==> config.mk <==
export PLATFORM = sky130hd
export DESIGN_NAME = ext_irq_ctrl
export DESIGN_NICKNAME = d
export VERILOG_FILES = /design/src/rtl/eic_pkg.sv /design/src/rtl/eic_sync.sv /design/src/rtl/eic_channel.sv /design/src/rtl/eic_regs.sv /design/src/rtl/ext_irq_ctrl.sv
export SDC_FILE = /design/constraint.sdc
export NUM_CORES = 1
export LEC_CHECK = 0
export BUFFER_PORTS_ARGS = -buffer_cell sky130_fd_sc_hd__buf_2
export CAP_MARGIN = 0
export CORE_MARGIN = 5
export CORE_UTILIZATION = 40
export DETAILED_ROUTE_END_ITERATION = 10
export PLACE_DENSITY_LB_ADDON = 0.2
export SLEW_MARGIN = 20
export SYNTH_ARGS = -nofsm -noshare
export SYNTH_HDL_FRONTEND = slang
export SYNTH_HIERARCHICAL = 1
export SYNTH_SLANG_ARGS = --single-unit
==> constraint.sdc <==
create_clock -name clk -period 3.5 [get_ports clk]
set_clock_uncertainty 0.05 [all_clocks]
set_input_delay 0.525 -clock clk [delete_from_list [all_inputs] [get_ports clk]]
set_output_delay 0.525 -clock clk [all_outputs]
set_load 0.03 [all_outputs]
==> src/rtl/eic_pkg.sv <==
package eic_pkg;
   localparam int OFS_REQ    = 'h000;
   localparam int OFS_EN_CLR = 'h004;
   localparam int OFS_EN_SET = 'h008;
   localparam int OFS_DET    = 'h100;
   localparam int OFS_MON    = 'h104;
   localparam int OFS_CFG    = 'h180;
   localparam int CFG_W      = 6;

   localparam logic [CFG_W-1:0] SENSE_LOW  = 6'h01;
   localparam logic [CFG_W-1:0] SENSE_HIGH = 6'h02;
   localparam logic [CFG_W-1:0] SENSE_FALL = 6'h04;
   localparam logic [CFG_W-1:0] SENSE_RISE = 6'h08;
   localparam logic [CFG_W-1:0] SENSE_ANY  = 6'h0C;

   function automatic logic sense_hit(input logic [CFG_W-1:0] mode,
                                      input logic cur, input logic prv);
      logic h;
      case (mode)
         SENSE_LOW:  h = ~cur;
         SENSE_HIGH: h = cur;
         SENSE_FALL: h = prv & ~cur;
         SENSE_RISE: h = ~prv & cur;
         SENSE_ANY:  h = prv ^ cur;
         default:    h = 1'b0;
      endcase
      return h;
   endfunction
endpackage

==> src/rtl/eic_sync.sv <==
module eic_sync #(
   parameter int W      = 32,
   parameter int STAGES = 2
) (
   input  logic         clk,
   input  logic         rst_n,
   input  logic [W-1:0] d_i,
   output logic [W-1:0] q_o
);
   if (STAGES < 2) begin : g_bad_stages
      $error("eic_sync: STAGES must be at least 2");
   end

   logic [W-1:0] stg [STAGES];

   always_ff @(posedge clk or negedge rst_n) begin
      if (!rst_n) begin
         for (int k = 0; k < STAGES; k++) stg[k] <= '0;
      end else begin
         stg[0] <= d_i;
         for (int k = 1; k < STAGES; k++) stg[k] <= stg[k-1];
      end
   end

   assign q_o = stg[STAGES-1];
endmodule

==> src/rtl/eic_channel.sv <==
module eic_channel
   import eic_pkg::*;
(
   input  logic             clk,
   input  logic             rst_n,
   input  logic             lvl_i,
   input  logic             cfg_we_i,
   input  logic [CFG_W-1:0] cfg_wdata_i,
   input  logic             det_clr_i,
   input  logic             en_set_i,
   input  logic             en_clr_i,
   output logic [CFG_W-1:0] cfg_o,
   output logic             det_o,
   output logic             en_o
);
   logic [CFG_W-1:0] cfg_q;
   logic             prv_q;
   logic             det_q;
   logic             en_q;
   logic             hit;

   assign hit = sense_hit(cfg_q, lvl_i, prv_q);

   always_ff @(posedge clk or negedge rst_n) begin
      if (!rst_n) begin
         cfg_q <= '0;
         prv_q <= 1'b0;
         det_q <= 1'b0;
         en_q  <= 1'b0;
      end else begin
         prv_q <= lvl_i;
         if (cfg_we_i) cfg_q <= cfg_wdata_i;
         // a detection in the clear cycle wins so no event is dropped
         det_q <= hit | (det_q & ~det_clr_i);
         if (en_set_i)      en_q <= 1'b1;
         else if (en_clr_i) en_q <= 1'b0;
      end
   end

   assign cfg_o = cfg_q;
   assign det_o = det_q;
   assign en_o  = en_q;
endmodule

==> src/rtl/eic_regs.sv <==
module eic_regs
   import eic_pkg::*;
#(
   parameter int NUM_CH = 32,
   parameter int ADDR_W = 12
) (
   input  logic              wr_i,
   input  logic              rd_i,
   input  logic [ADDR_W-1:0] addr_i,
   input  logic [31:0]       wdata_i,
   input  logic [NUM_CH-1:0] det_i,
   input  logic [NUM_CH-1:0] en_i,
   input  logic [NUM_CH-1:0] lvl_i,
   input  logic [CFG_W-1:0]  cfg_i [NUM_CH],
   output logic [NUM_CH-1:0] cfg_we_o,
   output logic [NUM_CH-1:0] det_clr_o,
   output logic [NUM_CH-1:0] en_set_o,
   output logic [NUM_CH-1:0] en_clr_o,
   output logic [31:0]       rdata_o
);
   localparam logic [ADDR_W-1:0] A_REQ    = ADDR_W'(OFS_REQ);
   localparam logic [ADDR_W-1:0] A_EN_CLR = ADDR_W'(OFS_EN_CLR);
   localparam logic [ADDR_W-1:0] A_EN_SET = ADDR_W'(OFS_EN_SET);
   localparam logic [ADDR_W-1:0] A_DET    = ADDR_W'(OFS_DET);
   localparam logic [ADDR_W-1:0] A_MON    = ADDR_W'(OFS_MON);

   logic [NUM_CH-1:0] wmask;
   assign wmask = wdata_i[NUM_CH-1:0];

   assign det_clr_o = (wr_i && addr_i == A_DET)    ? wmask : '0;
   assign en_set_o  = (wr_i && addr_i == A_EN_SET) ? wmask : '0;
   assign en_clr_o  = (wr_i && addr_i == A_EN_CLR) ? wmask : '0;

   for (genvar n = 0; n < NUM_CH; n++) begin : g_cfg_dec
      localparam logic [ADDR_W-1:0] A_CFG = ADDR_W'(OFS_CFG + 4*n);
      assign cfg_we_o[n] = wr_i && (addr_i == A_CFG);
   end

   always_comb begin
      rdata_o = '0;
      if (rd_i) begin
         if (addr_i == A_REQ)    rdata_o = 32'(det_i & en_i);
         if (addr_i == A_EN_CLR) rdata_o = 32'(en_i);
         if (addr_i == A_DET)    rdata_o = 32'(det_i);
         if (addr_i == A_MON)    rdata_o = 32'(lvl_i);
         for (int n = 0; n < NUM_CH; n++) begin
            if (addr_i == ADDR_W'(OFS_CFG + 4*n)) rdata_o = 32'(cfg_i[n]);
         end
      end
   end
endmodule

==> src/rtl/ext_irq_ctrl.sv <==
module ext_irq_ctrl
   import eic_pkg::*;
#(
   parameter int NUM_CH      = 32,
   parameter int ADDR_W      = 12,
   parameter int SYNC_STAGES = 2
) (
   input  logic              clk,
   input  logic              rst_n,
   input  logic [NUM_CH-1:0] irq_pin_i,
   input  logic              bus_wr_i,
   input  logic              bus_rd_i,
   input  logic [ADDR_W-1:0] bus_addr_i,
   input  logic [31:0]       bus_wdata_i,
   output logic [31:0]       bus_rdata_o,
   output logic [NUM_CH-1:0] irq_o
);
   localparam int TOP_ADDR = OFS_CFG + 4*(NUM_CH-1);

   if (NUM_CH < 1 || NUM_CH > 32) begin : g_bad_ch
      $error("ext_irq_ctrl: NUM_CH must be 1..32");
   end
   if ((1 << ADDR_W) <= TOP_ADDR) begin : g_bad_addr
      $error("ext_irq_ctrl: ADDR_W too narrow for the register map");
   end

   logic [NUM_CH-1:0] lvl_vec;
   logic [NUM_CH-1:0] det_vec;
   logic [NUM_CH-1:0] en_vec;
   logic [NUM_CH-1:0] cfg_we;
   logic [NUM_CH-1:0] det_clr;
   logic [NUM_CH-1:0] en_set;
   logic [NUM_CH-1:0] en_clr;
   logic [CFG_W-1:0]  cfg_arr [NUM_CH];

   eic_sync #(.W(NUM_CH), .STAGES(SYNC_STAGES)) u_sync (
      .clk   (clk),
      .rst_n (rst_n),
      .d_i   (irq_pin_i),
      .q_o   (lvl_vec)
   );

   eic_regs #(.NUM_CH(NUM_CH), .ADDR_W(ADDR_W)) u_regs (
      .wr_i      (bus_wr_i),
      .rd_i      (bus_rd_i),
      .addr_i    (bus_addr_i),
      .wdata_i   (bus_wdata_i),
      .det_i     (det_vec),
      .en_i      (en_vec),
      .lvl_i     (lvl_vec),
      .cfg_i     (cfg_arr),
      .cfg_we_o  (cfg_we),
      .det_clr_o (det_clr),
      .en_set_o  (en_set),
      .en_clr_o  (en_clr),
      .rdata_o   (bus_rdata_o)
   );

   for (genvar n = 0; n < NUM_CH; n++) begin : g_ch
      eic_channel u_ch (
         .clk         (clk),
         .rst_n       (rst_n),
         .lvl_i       (lvl_vec[n]),
         .cfg_we_i    (cfg_we[n]),
         .cfg_wdata_i (bus_wdata_i[CFG_W-1:0]),
         .det_clr_i   (det_clr[n]),
         .en_set_i    (en_set[n]),
         .en_clr_i    (en_clr[n]),
         .cfg_o       (cfg_arr[n]),
         .det_o       (det_vec[n]),
         .en_o        (en_vec[n])
      );
   end

   assign irq_o = det_vec & en_vec;
endmodule

==> tab_implementation.tex <==
\begin{tabular}{lr}
\hline
Metric & Value \\
\hline
\multicolumn{2}{l}{\textbf{Power and ir drop}} \\
Sequential group share of total power & 0.454 \\
Combinational group share of total power & 0.084 \\
Peak supply drop & 0.387 mV \\
Net switching power of the design & 0.00231 W \\
Internal power consumption & 0.00726 W \\
Relative contribution of the clock network to total power & 0.462 \\
Fraction of power spent switching nets & 0.241 \\
Total power per unit cell area & 383 nW/um\^{}2 \\
Pleak & 12.4 nW \\
\multicolumn{2}{l}{\textbf{Status}} \\
Status & finished with violations \\
Failing checks & negative setup slack \\
\multicolumn{2}{l}{\textbf{Setup path}} \\
Data arrival time of the critical path & 3.07 ns \\
Path type of the worst setup path & in -> out \\
End of the worst register-to-register path & g\_ch[17].u\_ch/det\_o \\
Worst path required time & 2.92 ns \\
Type of destination of the critical path & output pin \\
Type of origin of the critical path & input port \\
Critical-path maximum fanout & 6 \\
Depth of the worst register-to-register path & 5 \\
Worst-case register-to-register setup slack & 1.78 ns \\
Worst flop-to-flop path startpoint & u\_sync/q\_o[17] \\
\multicolumn{2}{l}{\textbf{Synth}} \\
Fraction of registers with async set or reset after synthesis & 1.00 \\
Post-synthesis cell type with the largest combined area & sky130\_fd\_sc\_hd\_\_dfrtp\_1 \\
Fraction of post-synthesis cell area in the top cell type by area & 0.445 \\
Mapped Avg Cell Area & 10.1 sq um \\
Top area cells in the synthesized netlist & sky130\_fd\_sc\_hd\_\_dfrtp\_1, sky130\_fd\_sc\_hd\_\_mux2\_2, sky130\_fd\_sc\_hd\_\_nor2\_1 \\
Number of flops mapped to enable cells by yosys & 0 \\
Ys Warns & 6 \\
Synthesized area & 19800 sq um \\
Post-synthesis instance total & 1961 \\
Post-Synthesis Net Count & 2105 \\
Ys flop type & sky130\_fd\_sc\_hd\_\_dfrtp\_1 \\
Cell variety after synth & 80 \\
Post-synthesis sequential element count & 352 \\
Sequential-to-total area share from yosys stat & 0.445 \\
\multicolumn{2}{l}{\textbf{CTS}} \\
TritonCTS buffer count & 41 \\
Total number of clock tree sinks & 352 \\
Clock Pin Slew Worst Setup and Hold Paths & 0.06 ns \\
Clock insertion delay at the later pin of the skew report & 0.56 ns \\
Number of buffers between clock root and the deepest sink & 3 \\
Root Driver & sky130\_fd\_sc\_hd\_\_clkbuf\_16 \\
Clock tree from TritonCTS & built \\
Level count of the clock H-tree & 2 \\
\multicolumn{2}{l}{\textbf{Cells and area}} \\
Number of fill cells in the layout & 4517 \\
Total area of multi-input combinational cells & 10300 sq um \\
Synth-to-Final Area Change & 26.3\% \\
Count of non-filler cells in the finished layout & 2995 \\
Storage cell area & 8810 sq um \\
Post-layout net count & 2441 \\
Share of cells above drive strength 1 & 0.334 \\
Post-route cell area & 25000 sq um \\
\multicolumn{2}{l}{\textbf{Global routing}} \\
Wire length of the first global-routing pass & 104000 um \\
Total Routing Usage GR & 0.248 \\
Number of antenna violations at the first check in global routing & 4 \\
Number of global-route vias before repair & 17001 \\
Maximum number of pins on one net before global-route repair & 87 \\
Congestion Overflow GR & 0 \\
\multicolumn{2}{l}{\textbf{Floorplan}} \\
Die Span Y & 232 um \\
Die area & 54000 sq um \\
Number of rows created at floorplan & 81 \\
Core region area & 49000 sq um \\
Initial core utilization & 0.404 \\
Number of top-level pins & 144 \\
Die boundary width & 232 um \\
\multicolumn{2}{l}{\textbf{Job}} \\
Max-capacitance violation count & 0 \\
\multicolumn{2}{l}{\textbf{Place}} \\
Inst Count DP & 2879 \\
Count of input and output buffers & 143 \\
Placed Instance Area & 22700 sq um \\
RD Place Congestion & 0.948 \\
DP Wirelength & 50500 um \\
\multicolumn{2}{l}{\textbf{STA}} \\
Max-slew violation count & 0 \\
Min cycle time layout & 3.65 ns \\
Setup repair after global routing missed its margin & yes \\
Final Setup Violations & 4 \\
Share of the cycle needed by the critical path after routing & 1.04 \\
Final hold vios & 0 \\
Max-slew headroom at the worst pin & 0.447 \\
Transition time at the pin with the least slew margin & 0.829 ns \\
Maximum achievable frequency & 274 MHz \\
Setup WS post-layout & -0.146 ns \\
\multicolumn{2}{l}{\textbf{Routing}} \\
First-pass detailed-route iteration total & 7 \\
Average via count per standard cell & 5.60 \\
Vias after detailed routing & 16786 \\
WL per Instance & 22.8 um \\
Detailed Route Iter0 Violations & 1381 \\
Number of DRC violations after detailed routing & 0 \\
Detail Route Antenna Nets & 0 \\
Detailed Route WL & 68300 um \\
\multicolumn{2}{l}{\textbf{Hold path}} \\
Worst hold path class & in -> reg \\
Instance count along the most critical hold path & 1 \\
Hold endpoint & u\_sync/stg[56] \\
HP Start & irq\_pin\_i[24] \\
\hline
\end{tabular}
-- critical path, cell delays in order --
cell	delay, ns
sky130_fd_sc_hd__buf_2	0.12
sky130_fd_sc_hd__buf_4	0.15
sky130_fd_sc_hd__nor4b_4	0.34
sky130_fd_sc_hd__buf_6	0.19
sky130_fd_sc_hd__nand2_1	0.06
sky130_fd_sc_hd__a2111oi_1	0.48
sky130_fd_sc_hd__o221ai_1	0.26
sky130_fd_sc_hd__a31oi_2	0.30
sky130_fd_sc_hd__o311a_1	0.26
sky130_fd_sc_hd__o21a_1	0.23
sky130_fd_sc_hd__buf_6	0.16
-- metal layers --
metal / GRT usage / routed length, um / vias to the layer above
met4: 0.0838 / 2020 / 2
met5: 0 / 13 / -
li1: - / - / 7732
met1: 0.349 / 30700 / 8448
met3: 0.0386 / 3960 / 112
met2: 0.394 / 31700 / 492
-- per-stage QoR --
stage,worst slack (ns),util,TNS [ns],total power (W),hold WS (ns)
2_1_floorplan,0.0841,-,0,0.00474,0.179
4_1_cts,-0.0618,0.501,-0.262,0.00967,0.000280
3_3_place_gp,-0.360,0.465,-2.43,0.00516,0.281
5_1_grt,-0.147,0.511,-0.514,0.00995,0.00817
6_report,-0.146,0.511,-0.256,0.00957,0.0271
3_5_place_dp,-0.304,0.465,-2.21,0.00517,0.285
-- worst max path at each step --
| stage | startpoint | to | slack, ns | depth (start not counted) |
|---|---|---|---|---|
| global placement | bus_addr_i[9] | bus_rdata_o[4] | -0.36 | 12 |
| floorplan | bus_addr_i[8] | bus_rdata_o[4] | 0.08 | 12 |
| detailed placement | bus_addr_i[9] | bus_rdata_o[4] | -0.30 | 12 |
| global route | bus_addr_i[1] | bus_rdata_o[1] | -0.15 | 11 |
| CTS | bus_addr_i[11] | bus_rdata_o[1] | -0.06 | 14 |
| finish | bus_addr_i[1] | bus_rdata_o[3] | -0.15 | 11 |
-- registers in the layout, summed over array words and instances (netlist names) --
signal and cells:
g_ch.u_ch/cfg_o 192, g_ch.u_ch/det_o 32, g_ch.u_ch/en_o 32, g_ch.u_ch/prv_q 32, u_sync/q_o 32, u_sync/stg 32
-- power by group through the flow --
stage | Sequential (W) | Clock, W | Combinational (W)
CTS | 0.00435 | 0.00453 | 0.000790
floorplan | 0.00435 | 0 | 0.000390
global placement | 0.00441 | 0 | 0.000746
finish | 0.00435 | 0.00442 | 0.000805
global route | 0.00437 | 0.00470 | 0.000885
detailed placement | 0.00442 | 0 | 0.000756
-- layout by cell type (no fill, tap or decap), types with 7 or more instances in the layout --
master,instances
sky130_fd_sc_hd__a211o_1,33
sky130_fd_sc_hd__a211oi_2,37
sky130_fd_sc_hd__a21o_1,39
sky130_fd_sc_hd__a21oi_1,114
sky130_fd_sc_hd__a22oi_1,10
sky130_fd_sc_hd__a31o_1,32
sky130_fd_sc_hd__a31oi_1,7
sky130_fd_sc_hd__and2_1,65
sky130_fd_sc_hd__and3_1,67
sky130_fd_sc_hd__buf_12,16
sky130_fd_sc_hd__buf_2,134
sky130_fd_sc_hd__buf_4,232
sky130_fd_sc_hd__buf_6,17
sky130_fd_sc_hd__clkbuf_1,12
sky130_fd_sc_hd__clkbuf_16,44
sky130_fd_sc_hd__clkbuf_8,7
sky130_fd_sc_hd__dfrtp_1,352
sky130_fd_sc_hd__dlygate4sd3_1,25
sky130_fd_sc_hd__ha_1,64
sky130_fd_sc_hd__inv_1,103
sky130_fd_sc_hd__mux2_2,194
sky130_fd_sc_hd__mux2i_1,13
sky130_fd_sc_hd__nand2_1,46
sky130_fd_sc_hd__nand3_1,21
sky130_fd_sc_hd__nand4_1,8
sky130_fd_sc_hd__nor2_1,233
sky130_fd_sc_hd__nor2_2,10
sky130_fd_sc_hd__nor2_4,7
sky130_fd_sc_hd__nor2b_1,40
sky130_fd_sc_hd__nor3_1,20
sky130_fd_sc_hd__o21a_1,36
sky130_fd_sc_hd__o21ai_0,73
sky130_fd_sc_hd__o221ai_1,7
sky130_fd_sc_hd__o22ai_1,21
sky130_fd_sc_hd__o2bb2ai_1,32
-- Yosys cell counts (all sizes together) (4+ instances only) --
master / n
a211o: 33
clkbuf: 74
mux2i: 13
o21a: 36
o211ai: 5
o21ai: 83
nor2: 251
nand4: 8
nor3: 31
a221oi: 7
buf: 60
o2bb2ai: 32
nand3: 24
and2: 65
a2111oi: 6
a21o: 39
a21oi: 119
o221ai: 11
a31o: 32
o2111ai: 4
nand2: 51
a31oi: 10
a32oi: 4
ha: 64
a211oi: 40
dfrtp: 352
nand2b: 4
o22ai: 23
nor4: 8
or3: 6
inv: 103
nor2b: 40
a222oi: 4
and3: 67
a22oi: 10
mux2: 194
-- cell type report --
type / count / area share
sequential: 352 / 0.352
clock buffer: 62 / 0.0487
antenna: 2 / 0.000200
tap: 664 / 0.0332
clock inverter: 13 / 0.00701
timing repair buffer: 427 / 0.129
multi-input combinational: 1372 / 0.414
inverter: 103 / 0.0155
-- kinds of logic (layout without fill, tap and decap cells) --
kind of cell               after synthesis  after routing  synth area share
AOI/OAI and AO/OA                      518            518             0.188
xor gates and xnor gates                 1              1          0.000443
adders and majority gates               64             64            0.0405
buffers and inverters                  237            605            0.0535
DFF                                    352            352             0.445
muxes                                  210            210             0.120
other                                    0              2                 0
and+or+nand+nor                        579            579             0.152
-- repair_timing --
action                     4_1_cts  5_1_grt
pin swaps                       12       19
cloned                           0        1
hold buffers                    25        0
setup endpoints to repair       29       29
setup buffers                    2       11
resized for setup               34       81
hold endpoints to repair       104        0
Power figures use the tool's default switching activity.
